## src/rtl/flash_ci_pkg.sv

```systemverilog
package flash_ci_pkg;

    localparam logic [7:0] CMD_READ_ARRAY = 8'hFF;
    localparam logic [7:0] CMD_READ_IDENT = 8'h90;
    localparam logic [7:0] CMD_READ_STAT  = 8'h70;
    localparam logic [7:0] CMD_CLR_STAT   = 8'h50;
    localparam logic [7:0] CMD_PROGRAM    = 8'h40;
    localparam logic [7:0] CMD_ERASE      = 8'h20;
    localparam logic [7:0] CMD_CONFIRM    = 8'hD0;

    typedef enum logic [2:0] {
        M_ARRAY,
        M_IDENT,
        M_STATUS,
        M_PROG_WAIT,
        M_ERASE_WAIT,
        M_BUSY
    } mode_e;

    typedef struct packed {
        logic       ready;
        logic       rsv6;
        logic       erase_err;
        logic       prog_err;
        logic       pen_low;
        logic [2:0] rsv;
    } stat_t;

    function automatic logic all_low(input logic [7:0] v, input int n);
        logic r;
        r = 1'b1;
        for (int i = 0; i < 8; i++) begin
            if (i < n && v[i]) r = 1'b0;
        end
        return r;
    endfunction

endpackage

```

## src/rtl/fci_reset_seq.sv

```systemverilog
module fci_reset_seq #(
    parameter int REC_CYC  = 12,
    parameter int BUSY_CYC = 5
) (
    input  logic clk,
    input  logic rst,
    input  logic pd_n,
    output logic cmd_ok,
    output logic rst_busy
);
    localparam int CMAX = (REC_CYC > BUSY_CYC) ? REC_CYC : BUSY_CYC;
    localparam int CW   = $clog2(CMAX + 1);
    localparam logic [CW-1:0] REC_L  = CW'(REC_CYC);
    localparam logic [CW-1:0] BUSY_L = CW'(BUSY_CYC);
    localparam logic [CW-1:0] MAX_L  = CW'(CMAX);

    logic [CW-1:0] cnt_q;

    always_ff @(posedge clk) begin
        if (rst || !pd_n) begin
            cnt_q <= '0;
        end else if (cnt_q != MAX_L) begin
            cnt_q <= cnt_q + 1'b1;
        end
    end

    assign cmd_ok   = pd_n && (cnt_q >= REC_L);
    assign rst_busy = !pd_n || (cnt_q < BUSY_L);
endmodule

```

## src/rtl/fci_bus_capture.sv

```systemverilog
module fci_bus_capture #(
    parameter int AW  = 24,
    parameter int DW  = 16,
    parameter int NCE = 3
) (
    input  logic           clk,
    input  logic           rst,
    input  logic [NCE-1:0] ce_n,
    input  logic           we_n,
    input  logic           oe_n,
    input  logic           pd_n,
    input  logic [AW-1:0]  addr,
    input  logic [DW-1:0]  dq_in,
    output logic           commit,
    output logic [AW-1:0]  cap_addr,
    output logic [DW-1:0]  cap_data
);
    logic selected;
    logic wr_now;
    logic wr_q;

    assign selected = (ce_n == '0);
    assign wr_now   = pd_n && selected && !we_n && oe_n;

    always_ff @(posedge clk) begin
        if (rst || !pd_n) begin
            wr_q     <= 1'b0;
            cap_addr <= '0;
            cap_data <= '0;
        end else begin
            wr_q <= wr_now;
            if (wr_now) begin
                cap_addr <= addr;
                cap_data <= dq_in;
            end
        end
    end

    assign commit = wr_q && !wr_now;
endmodule

```

## src/rtl/fci_cmd_fsm.sv

```systemverilog
module fci_cmd_fsm
    import flash_ci_pkg::*;
#(
    parameter int AW = 24,
    parameter int DW = 16
) (
    input  logic          clk,
    input  logic          rst,
    input  logic          pd_n,
    input  logic          pen,
    input  logic          commit,
    input  logic [AW-1:0] cap_addr,
    input  logic [DW-1:0] cap_data,
    input  logic          eng_done,
    input  logic          eng_fail,
    output mode_e         mode,
    output stat_t         status,
    output logic          eng_start,
    output logic          eng_erase,
    output logic [AW-1:0] eng_addr,
    output logic [DW-1:0] eng_data
);
    mode_e         mode_q;
    logic          err_erase_q, err_prog_q, err_pen_q;
    logic          op_erase_q, start_q;
    logic [AW-1:0] ea_q;
    logic [DW-1:0] ed_q;
    logic [7:0]    cmd;

    assign cmd = cap_data[7:0];

    always_ff @(posedge clk) begin
        if (rst || !pd_n) begin
            mode_q      <= M_ARRAY;
            err_erase_q <= 1'b0;
            err_prog_q  <= 1'b0;
            err_pen_q   <= 1'b0;
            op_erase_q  <= 1'b0;
            start_q     <= 1'b0;
            ea_q        <= '0;
            ed_q        <= '0;
        end else begin
            start_q <= 1'b0;
            if (mode_q == M_BUSY) begin
                if (eng_done) begin
                    mode_q <= M_STATUS;
                    if (eng_fail) begin
                        if (op_erase_q) err_erase_q <= 1'b1;
                        else            err_prog_q  <= 1'b1;
                    end
                end
            end else if (commit) begin
                case (mode_q)
                    M_PROG_WAIT: begin
                        if (pen) begin
                            mode_q     <= M_BUSY;
                            start_q    <= 1'b1;
                            op_erase_q <= 1'b0;
                            ea_q       <= cap_addr;
                            ed_q       <= cap_data;
                        end else begin
                            mode_q     <= M_STATUS;
                            err_prog_q <= 1'b1;
                            err_pen_q  <= 1'b1;
                        end
                    end
                    M_ERASE_WAIT: begin
                        if (cmd != CMD_CONFIRM) begin
                            mode_q      <= M_STATUS;
                            err_erase_q <= 1'b1;
                            err_prog_q  <= 1'b1;
                        end else if (pen) begin
                            mode_q     <= M_BUSY;
                            start_q    <= 1'b1;
                            op_erase_q <= 1'b1;
                            ea_q       <= cap_addr;
                            ed_q       <= '0;
                        end else begin
                            mode_q      <= M_STATUS;
                            err_erase_q <= 1'b1;
                            err_pen_q   <= 1'b1;
                        end
                    end
                    default: begin
                        case (cmd)
                            CMD_READ_ARRAY: mode_q <= M_ARRAY;
                            CMD_READ_IDENT: mode_q <= M_IDENT;
                            CMD_READ_STAT:  mode_q <= M_STATUS;
                            CMD_PROGRAM:    mode_q <= M_PROG_WAIT;
                            CMD_ERASE:      mode_q <= M_ERASE_WAIT;
                            CMD_CLR_STAT: begin
                                err_erase_q <= 1'b0;
                                err_prog_q  <= 1'b0;
                                err_pen_q   <= 1'b0;
                            end
                            default: mode_q <= mode_q;
                        endcase
                    end
                endcase
            end
        end
    end

    always_comb begin
        status           = '0;
        status.ready     = (mode_q != M_BUSY);
        status.erase_err = err_erase_q;
        status.prog_err  = err_prog_q;
        status.pen_low   = err_pen_q;
    end

    assign mode      = mode_q;
    assign eng_start = start_q;
    assign eng_erase = op_erase_q;
    assign eng_addr  = ea_q;
    assign eng_data  = ed_q;
endmodule

```

## src/rtl/fci_read_mux.sv

```systemverilog
module fci_read_mux
    import flash_ci_pkg::*;
#(
    parameter int          DW     = 16,
    parameter int          NCE    = 3,
    parameter logic [15:0] MFR_ID = 16'h005A,
    parameter logic [15:0] DEV_ID = 16'h0B17
) (
    input  mode_e          mode,
    input  stat_t          status,
    input  logic           addr_lsb,
    input  logic [DW-1:0]  arr_rdata,
    input  logic [NCE-1:0] ce_n,
    input  logic           oe_n,
    input  logic           we_n,
    input  logic           pd_n,
    output logic [DW-1:0]  dq_out,
    output logic           dq_oe
);
    localparam logic [DW-1:0] MFR_W = DW'(MFR_ID);
    localparam logic [DW-1:0] DEV_W = DW'(DEV_ID);

    always_comb begin
        case (mode)
            M_ARRAY: dq_out = arr_rdata;
            M_IDENT: dq_out = addr_lsb ? DEV_W : MFR_W;
            default: dq_out = DW'(status);
        endcase
    end

    assign dq_oe = pd_n && (ce_n == '0) && !oe_n && we_n;
endmodule

```

## src/rtl/flash_cmd_if.sv

```systemverilog
module flash_cmd_if
    import flash_ci_pkg::*;
#(
    parameter int          AW       = 24,
    parameter int          DW       = 16,
    parameter int          NCE      = 3,
    parameter int          REC_CYC  = 12,
    parameter int          BUSY_CYC = 5,
    parameter logic [15:0] MFR_ID   = 16'h005A,
    parameter logic [15:0] DEV_ID   = 16'h0B17
) (
    input  logic           clk,
    input  logic           rst,
    input  logic [NCE-1:0] ce_n,
    input  logic           we_n,
    input  logic           oe_n,
    input  logic           pd_n,
    input  logic           pen,
    input  logic [AW-1:0]  addr,
    input  logic [DW-1:0]  dq_in,
    output logic [DW-1:0]  dq_out,
    output logic           dq_oe,
    output logic           rdy_o,
    output logic [AW-1:0]  arr_addr,
    input  logic [DW-1:0]  arr_rdata,
    output logic           eng_start,
    output logic           eng_erase,
    output logic [AW-1:0]  eng_addr,
    output logic [DW-1:0]  eng_data,
    input  logic           eng_done,
    input  logic           eng_fail,
    output logic           eng_abort
);
    logic          cmd_ok, rst_busy, commit;
    logic [AW-1:0] cap_addr;
    logic [DW-1:0] cap_data;
    mode_e         mode;
    stat_t         status;

    fci_reset_seq #(.REC_CYC(REC_CYC), .BUSY_CYC(BUSY_CYC)) u_rseq (
        .clk(clk), .rst(rst), .pd_n(pd_n), .cmd_ok(cmd_ok), .rst_busy(rst_busy)
    );

    fci_bus_capture #(.AW(AW), .DW(DW), .NCE(NCE)) u_cap (
        .clk(clk), .rst(rst), .ce_n(ce_n), .we_n(we_n), .oe_n(oe_n), .pd_n(pd_n),
        .addr(addr), .dq_in(dq_in), .commit(commit),
        .cap_addr(cap_addr), .cap_data(cap_data)
    );

    fci_cmd_fsm #(.AW(AW), .DW(DW)) u_fsm (
        .clk(clk), .rst(rst), .pd_n(pd_n), .pen(pen),
        .commit(commit && cmd_ok), .cap_addr(cap_addr), .cap_data(cap_data),
        .eng_done(eng_done), .eng_fail(eng_fail),
        .mode(mode), .status(status),
        .eng_start(eng_start), .eng_erase(eng_erase),
        .eng_addr(eng_addr), .eng_data(eng_data)
    );

    fci_read_mux #(.DW(DW), .NCE(NCE), .MFR_ID(MFR_ID), .DEV_ID(DEV_ID)) u_rmux (
        .mode(mode), .status(status), .addr_lsb(addr[0]), .arr_rdata(arr_rdata),
        .ce_n(ce_n), .oe_n(oe_n), .we_n(we_n), .pd_n(pd_n),
        .dq_out(dq_out), .dq_oe(dq_oe)
    );

    assign rdy_o     = pd_n && !rst_busy && status.ready;
    assign eng_abort = !pd_n;
    assign arr_addr  = addr;
endmodule

```

## config.mk

```make
export PLATFORM = sky130hd
export DESIGN_NAME = flash_cmd_if
export DESIGN_NICKNAME = d
export VERILOG_FILES = /design/src/rtl/flash_ci_pkg.sv /design/src/rtl/fci_reset_seq.sv /design/src/rtl/fci_bus_capture.sv /design/src/rtl/fci_cmd_fsm.sv /design/src/rtl/fci_read_mux.sv /design/src/rtl/flash_cmd_if.sv
export SDC_FILE = /design/constraint.sdc
export NUM_CORES = 1
export LEC_CHECK = 0
export CORE_MARGIN = 3
export CORE_UTILIZATION = 44
export DETAILED_ROUTE_END_ITERATION = 6
export GPL_TIMING_DRIVEN = 0
export PLACE_DENSITY = 0.79
export SLEW_MARGIN = 20
export SYNTH_ARGS = -nofsm -noshare
export SYNTH_HDL_FRONTEND = slang
export SYNTH_SLANG_ARGS = --single-unit
```

## constraint.sdc

```tcl
create_clock -name clk -period 2.65 [get_ports clk]
set_input_delay 0.53 -clock clk [delete_from_list [all_inputs] [get_ports clk]]
set_output_delay 0.53 -clock clk [all_outputs]
set_load 0.01 [all_outputs]
```

Yosys cells after proc, flatten, opt, wreduce, memory -nomap -nowiden

Cells that the tools add are included.

Add/subtract/negate cells: 1
Magnitude comparators: 2
Eq/ne operators: 24
Multiplexer cells: 42
Bitwise gates (word level): 2
Reduce and logical (&&, ||, !) cells: 32

Operators with widths:

| operator             | count |
|---|---|
| $pmux W16 S2         | 2 |
| $mux W16             | 3 |
| $mux W24             | 2 |
| $pmux W24 S2         | 1 |
| $eq A8 B7 Y1 const B | 3 |
| $mux W1              | 21 |
| $eq A8 B8 Y1 const B | 2 |
| $mux W3              | 5 |
| $pmux W3 S5          | 1 |
| $reduce_and A7 Y1    | 2 |
| $mux W12             | 1 |
| $ne A2 B2 Y1 const B | 6 |
| $logic_and A1 B1 Y1  | 10 |
| $pmux W1 S2          | 5 |
| $eq A8 B6 Y1 const B | 1 |
| $ne A8 B8 Y1 const B | 1 |
| $reduce_and A4 Y1    | 2 |
| $reduce_bool A8 Y1   | 1 |
| $eq A3 B3 Y1 const B | 2 |
| $logic_not A3 Y1     | 2 |
| $pmux W3 S2          | 1 |
| $reduce_and A6 Y1    | 1 |
| $reduce_bool A3 Y1   | 2 |
| $logic_not A1 Y1     | 5 |
| other kinds (17)     | 21 |

Flip-flop bits (word level): 93
Input port bits: 67

Logic depth before layout (Yosys ltp)

Gate-level depths: netlist (run 1).

Depth in word-level cells: 9
Depth in mapped cells: 7
Gate-level depth less buffers: 5

Hierarchy

From an unflattened synthesis (run 1), not the netlist that was laid out.

Cells, all modules: 566
Area total of the unflattened synthesis: 4581.9 µm²

Modules (own cells, without submodules):

| module          | times used | cells an instance | area an instance (µm²) | sequential area each (µm²) |
|---|---|---|---|---|
| fci_cmd_fsm     | 1          | 276               | 2264.7                 | 960.9 |
| fci_bus_capture | 1          | 189               | 1572.8                 | 820.8 |
| fci_read_mux    | 1          | 46                | 279.0                  | 0.0 |
| fci_reset_seq   | 1          | 28                | 266.5                  | 80.1 |
| flash_cmd_if    | 1          | 27                | 198.9                  | 0.0 |

Least setup slack after synthesis (run 1)

No wires, ideal clock.

Path type: flip-flop to flip-flop
From: register u_cap.cap_data[0]
To: register u_fsm.ed_q[6] (netlist: u_fsm.eng_data[6])
Setup time: 0.059 ns
Arrival time: 2.084 ns
Required time: 2.591 ns
Slack: 0.507 ns
Stages on the path, launching flop included: 8
Buffers on the path: 2
Clock period less this slack: 2.143 ns
Path through: dfxtp_1 -> or4_1 -> buf_2 -> o41a_1 -> nor4b_4 -> buf_4 -> nand3_1 -> nand2_1

Cells in the longest elaborated chain, start to end: 3

RTL lines:

| element                     | RTL line              | RTL |
|---|---|---|
| from (decl)                 | fci_bus_capture.sv:16 | `output logic [DW-1:0] cap_data` |
| from (signal assigned)      | fci_bus_capture.sv:34 | `cap_data <= dq_in;` |
| $ne A8 B8 Y1                | fci_cmd_fsm.sv:68     | `if (cmd != CMD_CONFIRM) begin` |
| $ne A2 B2 Y1 (no line)      | --                    |  |
| $reduce_and A6 Y1 (no line) | --                    |  |
| to (signal assigned)        | fci_cmd_fsm.sv:60     | `ed_q <= cap_data;` |
| to (decl)                   | fci_cmd_fsm.sv:27     | `logic [DW-1:0] ed_q;` |

No other way between the ends.
A chain may end at the register's enable or synchronous reset.

Worst setup path after layout (run 1)

From: input port ce_n[1]
To: output port dq_oe

Cells in the longest elaborated chain, start to end: 4

RTL lines:

| element                          | RTL line           | RTL |
|---|---|---|
| from (decl)                      | flash_cmd_if.sv:14 | `input logic [NCE-1:0] ce_n,` |
| $logic_not A3 Y1                 | fci_read_mux.sv:31 | `assign dq_oe = pd_n && (ce_n == '0) && !oe_n && we_n;` |
| $logic_and A1 B1 Y1 (3 in a row) | fci_read_mux.sv:31 |  |
| to (decl)                        | flash_cmd_if.sv:22 | `output logic dq_oe,` |

No other way between the ends.

==> flow_summary.ini, run 1 <==
[pwr]
power_density_mw_per_mm2 = 443
cell_internal_pwr_uw = 2020
pwr-share-comb_pct = 10.9
cellLeakagePower_uw = 0.00220
seq_power_share_pct = 52.9
power_frac_clock_pct = 36.2
switching_power_uw = 634
finalPower_uw = 2650
peakVddDrop_v = 0.000325
swShare_pct = 23.9

[outcome]
status = finished, final reports clean

[sta]
holdWs_ns = 0.456
fin_crit_ns = 2.54
setup_violations = 0
worst_pin_slew_ns = 0.652
clock_skew_ns = 0.0132
max-slew-margin-rel_pct = 56.5
slew_viol_final = 0
max_freq_mhz = 394
rsz0062_at_grt = yes
hold_viol = 0
finalCritPeriodShare_pct = 95.7

[grt]
use_met2_pct = 37.2
globalRouteMet3Util_pct = 4.57
grt_pass1_wl_mm = 18.5
grt_pass1_vias = 3916
grt.total_usage_pct = 22.3
grt_max_degree = 17
global_route.overflow_total = 0
busiest_layer = met2
grtUsageMet1_pct = 29.6
antenna_found_initial = 0

[route]
post_drt_wl_per_cell_um = 14.7
vias = 4156
drt_iter0_markers = 176
vias_per_cell = 5.16
ant_nets = 0
drc = 0
firstDrtPassIters = 4
totalWireLength_mm = 11.8

[yosys]
yosys_warnings = 0
ys_seq_area_share_pct = 45.5
ys.flop_type = dfxtp_1
synth-edff-count = 0
synthCells = 533
synth_area_per_cell_um2 = 7.68
ys_ff_latch = 93
synth_nets = 602
synth_area_mm2 = 0.00409
async_flop_share_pct = 0
ys_types = 51

[clock_tree]
cts_tree = done
cts.sinks = 93
postCtsHoldBufs = 0
cts_buffers = 9
clockRootBuffer = clkbuf_8
clockBufferDepth = 2
path_clk_slew_ns = 0.09
h-tree-depth = 3
clk_latency_ns = 0.36

[worst_setup_path]
endpoint_kind = output pin
reg2reg_to = u_fsm.eng_addr[11]
cp_max_fo = 2
critPathLaunchType = input port
crit_arrival_ns = 2.01
crit_start = ce_n[1]
r2r_slack_ns = 0.17
timing_worst_setup_path_type = in -> out
crit_required_ns = 2.12
r2r_cells = 7
regToRegStartpoint = u_cap.cap_data[0]

[die]
rows = 34
dieArea_mm2 = 0.0105
initial_utilization_pct = 46.0
io_pins = 152
fp.coreArea_mm2 = 0.00889
dieWidth_um = 102
dieHeight_um = 102

[min_path]
worst_hold_path_type = reg -> reg
hold_depth = 2
worstHoldEndpoint = u_fsm.eng_data[0]
hp-start = u_fsm.eng_data[0]

[layout]
multi_input_area_mm2 = 0.00187
diodes = 0
layout-drive-gt1-share_pct = 8.31
regArea_mm2 = 0.00187
area_growth_pct = 46.4
nNetsFinal = 763
final_util_pct = 67.4
n_fill_cell = 790

[placement]
hpwl_mm = 8.91
port_buffers = 151
gp_congestion = 0.874

[flow_run]
drv_cap = 0
## stage by stage
stage	setup slack, ns	area, µm²	cells	setup TNS (ns)
2_1_floorplan	0.507	4090	533	0
3_3_place_gp	-0.435	5740	792	-26.66
3_5_place_dp	-0.583	5740	792	-32.63
4_1_cts	0.00642	5960	806	0
5_1_grt	-0.0164	5990	806	-0.0164
6_report	0.114	5990	806	0
## synthesized netlist by cell type (all sizes together) (2+ instances only)
| cell | n | area, µm² |
|---|---|---|
| nand2 | 156 | 586 |
| dfxtp | 93 | 1860 |
| a21oi | 75 | 375 |
| nand3 | 36 | 180 |
| clkbuf | 34 | 128 |
| buf | 30 | 230 |
| nor2 | 17 | 63.8 |
| nand2b | 13 | 81.3 |
| and2 | 6 | 37.5 |
| inv | 6 | 22.5 |
| nor2b | 4 | 25.0 |
| nor3 | 4 | 20.0 |
| o21ai | 4 | 20.0 |
| a211oi | 3 | 22.5 |
| a21o | 3 | 22.5 |
| a31oi | 3 | 18.8 |
| and3b | 3 | 26.3 |
| mux2i | 3 | 30.0 |
| nand4 | 3 | 18.8 |
| nor4b | 3 | 41.3 |
| ha | 2 | 25.0 |
| nand3b | 2 | 15.0 |
| nor4 | 2 | 12.5 |
| o2bb2ai | 2 | 17.5 |
| o31a | 2 | 17.5 |
| o31ai | 2 | 15.0 |
| xnor2 | 2 | 17.5 |
## how the worst max path moves through the flow
stage / slack (ns) / to
after floorplan: 0.51 / u_fsm.eng_data[6]
after global placement: -0.43 / dq_oe
after detailed placement: -0.58 / u_fsm.eng_addr[11]
after CTS: 0.006 / dq_out[4]
after global routing: -0.02 / dq_out[8]
final: 0.11 / dq_oe
## sequential cells by signal (all words and copies together), names as in the netlist
| name | cells |
|---|---|
| u_cap.cap_addr | 24 |
| u_cap.cap_data | 16 |
| u_cap.wr_q | 1 |
| u_fsm.eng_addr | 24 |
| u_fsm.eng_data | 16 |
| u_fsm.eng_erase | 1 |
| u_fsm.eng_start | 1 |
| u_fsm.err_erase_q | 1 |
| u_fsm.err_pen_q | 1 |
| u_fsm.err_prog_q | 1 |
| u_fsm.mode | 3 |
| u_rseq.cnt_q | 4 |
## per-layer routing
metal | routed length (µm) | vias to the layer above
met1 | 5180 | 1908
met2 | 5590 | 149
met3 | 914 | 13
met5 | 0 | -
li1 | - | 2086
met4 | 132 | 0
## cells in the final DEF, fill, tap and decap left out, types with 3 or more instances in the layout
cell type          n
mux2i_1            3
inv_1              6
nor2b_1            4
nor2_1            16
clkbuf_4           3
buf_6              3
dfxtp_1           90
nand2_1          156
dfxtp_2            3
nor3_1             3
a21oi_1           75
clkbuf_8           9
buf_4             27
dlymetal6s2s_1     7
a31oi_1            3
o21ai_0            4
a211oi_1           3
clkbuf_1          27
a21o_1             3
inv_6              3
clkdlybuf4s50_1  144
nand3_1           36
and3b_1            3
nand4_1            3
and2_1             6
nand2b_1          13
## power by group through the flow
stage	clock (µW)	combinational [µW]	sequential [µW]
after floorplan	0	97.8	1430
after global placement	0	285	1430
after detailed placement	0	288	1430
after CTS	973	292	1400
after global routing	1030	310	1400
final	960	290	1400
## critical path, cell delays in order
cell and delay (ns):
clkdlybuf4s50_1 0.45, nor4b_4 0.30, and3b_1 0.19, clkdlybuf4s50_1 0.53
## layout make-up
cell class                      count  share of cell area (%)
Sequential cell                    93                    31.1
Multi-Input combinational cell    370                    31.3
Timing Repair Buffer              153                    25.8
Tap cell                          108                    2.25
Clock inverter                      6                    1.15
Inverter                            6                   0.376
Clock buffer                        9                    2.07
Buffer                             61                    5.99
## what timing repair did
action	CTS	global route
endpoints found under the hold margin	0	0
cloned	0	0
resized for setup	10	13
buffers inserted	1	1
pin swaps	0	1
endpoints found under the setup margin	66	32
## kinds of logic after synthesis
| family | share of synthesized area [%] |
|---|---|
| xor gates and xnor gates | 0.428 |
| adders and majority gates | 0.611 |
| and+or+nand+nor | 28.4 |
| buffers and inverters | 9.29 |
| DFF | 45.5 |
| AOI/OAI and AO/OA | 15.1 |
| muxes | 0.734 |
(Power assumes the default switching activity.)
==> inputs of run 2 (changes only) <==
CORE_UTILIZATION = 46   (was 44)
PLACE_DENSITY = 0.82   (was 0.79)
SKIP_CTS_REPAIR_TIMING = 1   (was unset)
clock period = 3.3 ns   (was 2.65 ns; I/O delays follow)
==> run 2 against run 1 <==
  * Cell count is 0.12% lower
  * Register-to-register slack better by 0.40 ns
  * Largest cell class unchanged
  * Count of clock-buffer cells in the layout is 1 higher
  * Critical path depth is 1 higher
  * Critical path type is now reg -> out
==> flow_summary.ini, run 2 (synthesized netlist as in run 1, its figures left out) <==
[placement]
gp_congestion = 0.849
port_buffers = 151
hpwl_mm = 8.85

[grt]
grtUsageMet1_pct = 28.5
grt.total_usage_pct = 22.8
busiest_layer = met2
global_route.overflow_total = 0
use_met2_pct = 39.5
grt_pass1_wl_mm = 18.5
antenna_found_initial = 0
grt_max_degree = 18
grt_pass1_vias = 3931
globalRouteMet3Util_pct = 5.28

[layout]
nNetsFinal = 764
final_util_pct = 70.6
final_cell_mix = 156 x nand2_1, 151 x clkdlybuf4s50_1, 93 x dfxtp_1
area_growth_pct = 45.2
layout-drive-gt1-share_pct = 7.00
layout_commonest_cell = nand2_1
diodes = 0

[clock_tree]
clockRootBuffer = clkbuf_8
cts.sinks = 93
h-tree-depth = 3
path_clk_slew_ns = 0.09
clk_latency_ns = 0.37
cts_buffers = 9
cts_tree = done
clockBufferDepth = 2

[route]
vias_per_cell = 5.21
ant_nets = 0
post_drt_wl_per_cell_um = 14.3
firstDrtPassIters = 7
drt_iter0_markers = 184
totalWireLength_mm = 11.5
drc = 0
vias = 4196

[sta]
hold_viol = 0
max_freq_mhz = 327
finalCritPeriodShare_pct = 92.7
max-slew-margin-rel_pct = 57.6
fin_crit_ns = 3.06
setup_violations = 0
clock_skew_ns = 0.0188
slew_viol_final = 0
rsz0062_at_grt = no
worst_pin_slew_ns = 0.634

[flow_run]
drv_cap = 0

[die]
dieArea_mm2 = 0.0101
initial_utilization_pct = 48.6
rows = 33
dieHeight_um = 100
fp.coreArea_mm2 = 0.00842
dieWidth_um = 100
io_pins = 152

[worst_setup_path]
crit_required_ns = 2.64
cp_max_fo = 10
critPathLaunchType = register
endpoint_kind = output pin
timing_worst_setup_path_type = reg -> out
crit_arrival_ns = 2.40

[pwr]
finalPower_uw = 2090
peakVddDrop_v = 0.000260
power_density_mw_per_mm2 = 351
cellLeakagePower_uw = 0.00212

[min_path]
worst_hold_path_type = reg -> reg

[outcome]
status = finished, final reports clean
-- run 2: path summary, 6_finish.rpt --
check,start,to,slack (ns),depth (start not counted)
setup reg to reg,u_fsm.mode[2],u_fsm.eng_erase,0.57,7
hold reg to reg,u_fsm.eng_data[2],u_fsm.eng_data[2],0.45,2
hold / removal,u_fsm.eng_data[2],u_fsm.eng_data[2],0.45,2
setup / recovery,u_fsm.mode[0],dq_out[0],0.24,5
-- run 2: worst max-delay path, cell delays in order, from the launching register on --
cell             delay (ns)
dfxtp_1                0.39
clkbuf_1               0.35
clkbuf_1               0.37
nand2_1                0.20
a21oi_1                0.18
clkdlybuf4s50_1        0.55
-- run 2: where the power goes --
part / switching (µW) / internal (µW)
Sequential: 2.34 / 1120
Combinational: 86.9 / 145
Clock: 423 / 307
-- run 2: layout make-up --
cell class	count	area, µm²
clock inverters	6	55.1
well taps	105	131
clock buffers	10	138
inverters	6	22.5
multi-input cells	370	1870
repair buffers	151	1510
fillers	712	2480
flip-flops and latches	93	1860
plain buffers	64	359
-- run 2: layer usage --
layer  vias up  part of all wire (%)
met2       170                    49
met1      1932                    41
met4         0                   1.3
met3        16                   8.7
met5         -                     0
li1       2078                     -
-- run 2: per-stage QoR --
stage | hold WS (ns) | cells | setup TNS (ns) | area, µm² | setup slack (ns)
after CTS | 0.455 | 805 | -0.158 | 5930 | -0.158
final | 0.455 | 805 | 0 | 5950 | 0.240
after detailed placement | 0.445 | 789 | -0.422 | 5740 | -0.156
after floorplan | 0.430 | 533 | 0 | 4090 | 1.16
after global routing | 0.467 | 805 | 0 | 5950 | 0.0245
after global placement | 0.436 | 789 | -0.166 | 5740 | -0.145
==> inputs of run 3 (changes only) <==
CORE_UTILIZATION = 40   (was 46)
PLACE_DENSITY = 0.72   (was 0.82)
==> run 3 against run 2 <==
  * Sequential share of layout area decreased by 0.33 points
  * Critical path type is now in -> out
  * Clock power increased by 18%
  * Register-to-register slack improved by 0.04 ns
  * Highest routed layer unchanged
  * Largest power group unchanged
  * Sequential cell count unchanged
  * Clock skew decreased by 0.0071 ns
  * First-iteration DRC count increased by 16%
==> flow_summary.ini, run 3 (synthesized netlist as in run 1, its figures left out) <==
[flow_run]
drv_cap = 0

[sta]
slew_viol_final = 0
rsz0062_at_grt = no
fin_crit_ns = 3.12
worst_pin_slew_ns = 0.586
clock_skew_ns = 0.0117
max-slew-margin-rel_pct = 60.9
holdWs_ns = 0.445
finalCritPeriodShare_pct = 94.5
max_freq_mhz = 321
setup_violations = 0
hold_viol = 0

[layout]
final_cell_mix = 156 x nand2_1, 151 x clkdlybuf4s50_1, 93 x dfxtp_1
diodes = 0
n_fill_cell = 920
layout_commonest_cell = nand2_1
layout-drive-gt1-share_pct = 7.14
multi_input_area_mm2 = 0.00186
regArea_mm2 = 0.00186
fin_area_mm2 = 0.00601
area_growth_pct = 46.8
nNetsFinal = 764

[grt]
global_route.overflow_total = 0
grt_pass1_wl_mm = 18.3
grt.total_usage_pct = 19.6
grt_max_degree = 18
grt_pass1_vias = 3857
antenna_found_initial = 0

[worst_setup_path]
crit_required_ns = 2.64
cp_max_fo = 5
critPathLaunchType = input port
timing_worst_setup_path_type = in -> out
crit_arrival_ns = 2.46
endpoint_kind = output pin

[route]
vias = 4106
drc = 0
totalWireLength_mm = 11.4
vias_per_cell = 4.93
m1WireLength_mm = 5.29
firstDrtPassIters = 6
routed.top_layer = met4
wl_met2_mm = 5.22
ant_nets = 0
post_drt_wl_per_cell_um = 13.7
drt_iter0_markers = 214
wl_met3_um = 819

[die]
io_pins = 152
dieHeight_um = 107
fp.coreArea_mm2 = 0.00986
rows = 36
initial_utilization_pct = 41.5
dieWidth_um = 107
dieArea_mm2 = 0.0115

[min_path]
worst_hold_path_type = reg -> reg

[pwr]
peakVddDrop_v = 0.000258
power_density_mw_per_mm2 = 370
cellLeakagePower_uw = 0.00213

[clock_tree]
h-tree-depth = 3
path_clk_slew_ns = 0.10
cts_tree = done
cts.sinks = 93
clk_latency_ns = 0.35
clockRootBuffer = clkbuf_8
cts_buffers = 9
clockBufferDepth = 2

[placement]
gp_congestion = 0.951
hpwl_mm = 8.60
port_buffers = 151
place_area_mm2 = 0.00577

[outcome]
status = finished, final reports clean
## run 3: cell types whose count changed in the layout (fill, tap and decap cells not counted)
cell        previous run  this run
clkbuf_1              33        32
inv_6                  3         2
inv_8                  0         1
nor4b_4                2         1
bufinv_16              0         2
clkinvlp_4             1         2
nor4b_2                0         1
clkbuf_8              10         9
clkinv_2               1         0
clkbuf_2               1         2
clkinv_8               1         0
## run 3: per-stage QoR
| stage | utilization (%) | cells | total power [µW] | setup WS, ns | TNS, ns |
|---|---|---|---|---|---|
| after detailed placement | 58.5 | 817 | 1380 | -0.0995 | -0.0995 |
| after CTS | 60.8 | 833 | 2240 | -0.0983 | -0.0983 |
| after floorplan | - | 533 | 1230 | 1.16 | 0 |
| final | 60.9 | 833 | 2220 | 0.180 | 0 |
| after global placement | 58.5 | 817 | 1380 | -0.0845 | -0.0845 |
| after global routing | 60.9 | 833 | 2290 | 0.0938 | 0 |
## run 3: area by class of cell
cell class                 count  share of cell area [%]
inverter                       6                   0.375
multi-input combinational    370                    30.9
sequential                    93                    31.0
buffer                        64                    6.00
clock inverter                 7                    1.73
timing repair buffer         151                    25.2
clock buffer                   9                    2.06
tap                          133                    2.77
## run 3: worst paths after layout
path	from	end	slack, ns	cells after the start
hold reg to reg	u_cap.cap_addr[7]	u_fsm.eng_addr[7]	0.45	2
hold / removal	u_cap.cap_addr[7]	u_fsm.eng_addr[7]	0.45	2
setup reg to reg	u_fsm.mode[2]	u_fsm.eng_erase	0.61	7
setup / recovery	pd_n	dq_oe	0.18	4
## run 3: report_power, final
group / switching, µW / total, µW / internal [µW]
registers: 2.25 / 1130 / 1120
logic: 85.3 / 230 / 144
clock network: 428 / 866 / 438
## run 3: critical path, cell delays in order
cell	delay, ns
clkdlybuf4s50_1	0.58
nor4b_2	0.46
and3b_1	0.24
clkdlybuf4s50_1	0.53
## run 3: layer usage
metal	GRT usage [%]	up-vias
li1	-	2086
met1	26.3	1873
met2	32.0	138
met3	3.91	9
met4	5.39	0
met5	0	-
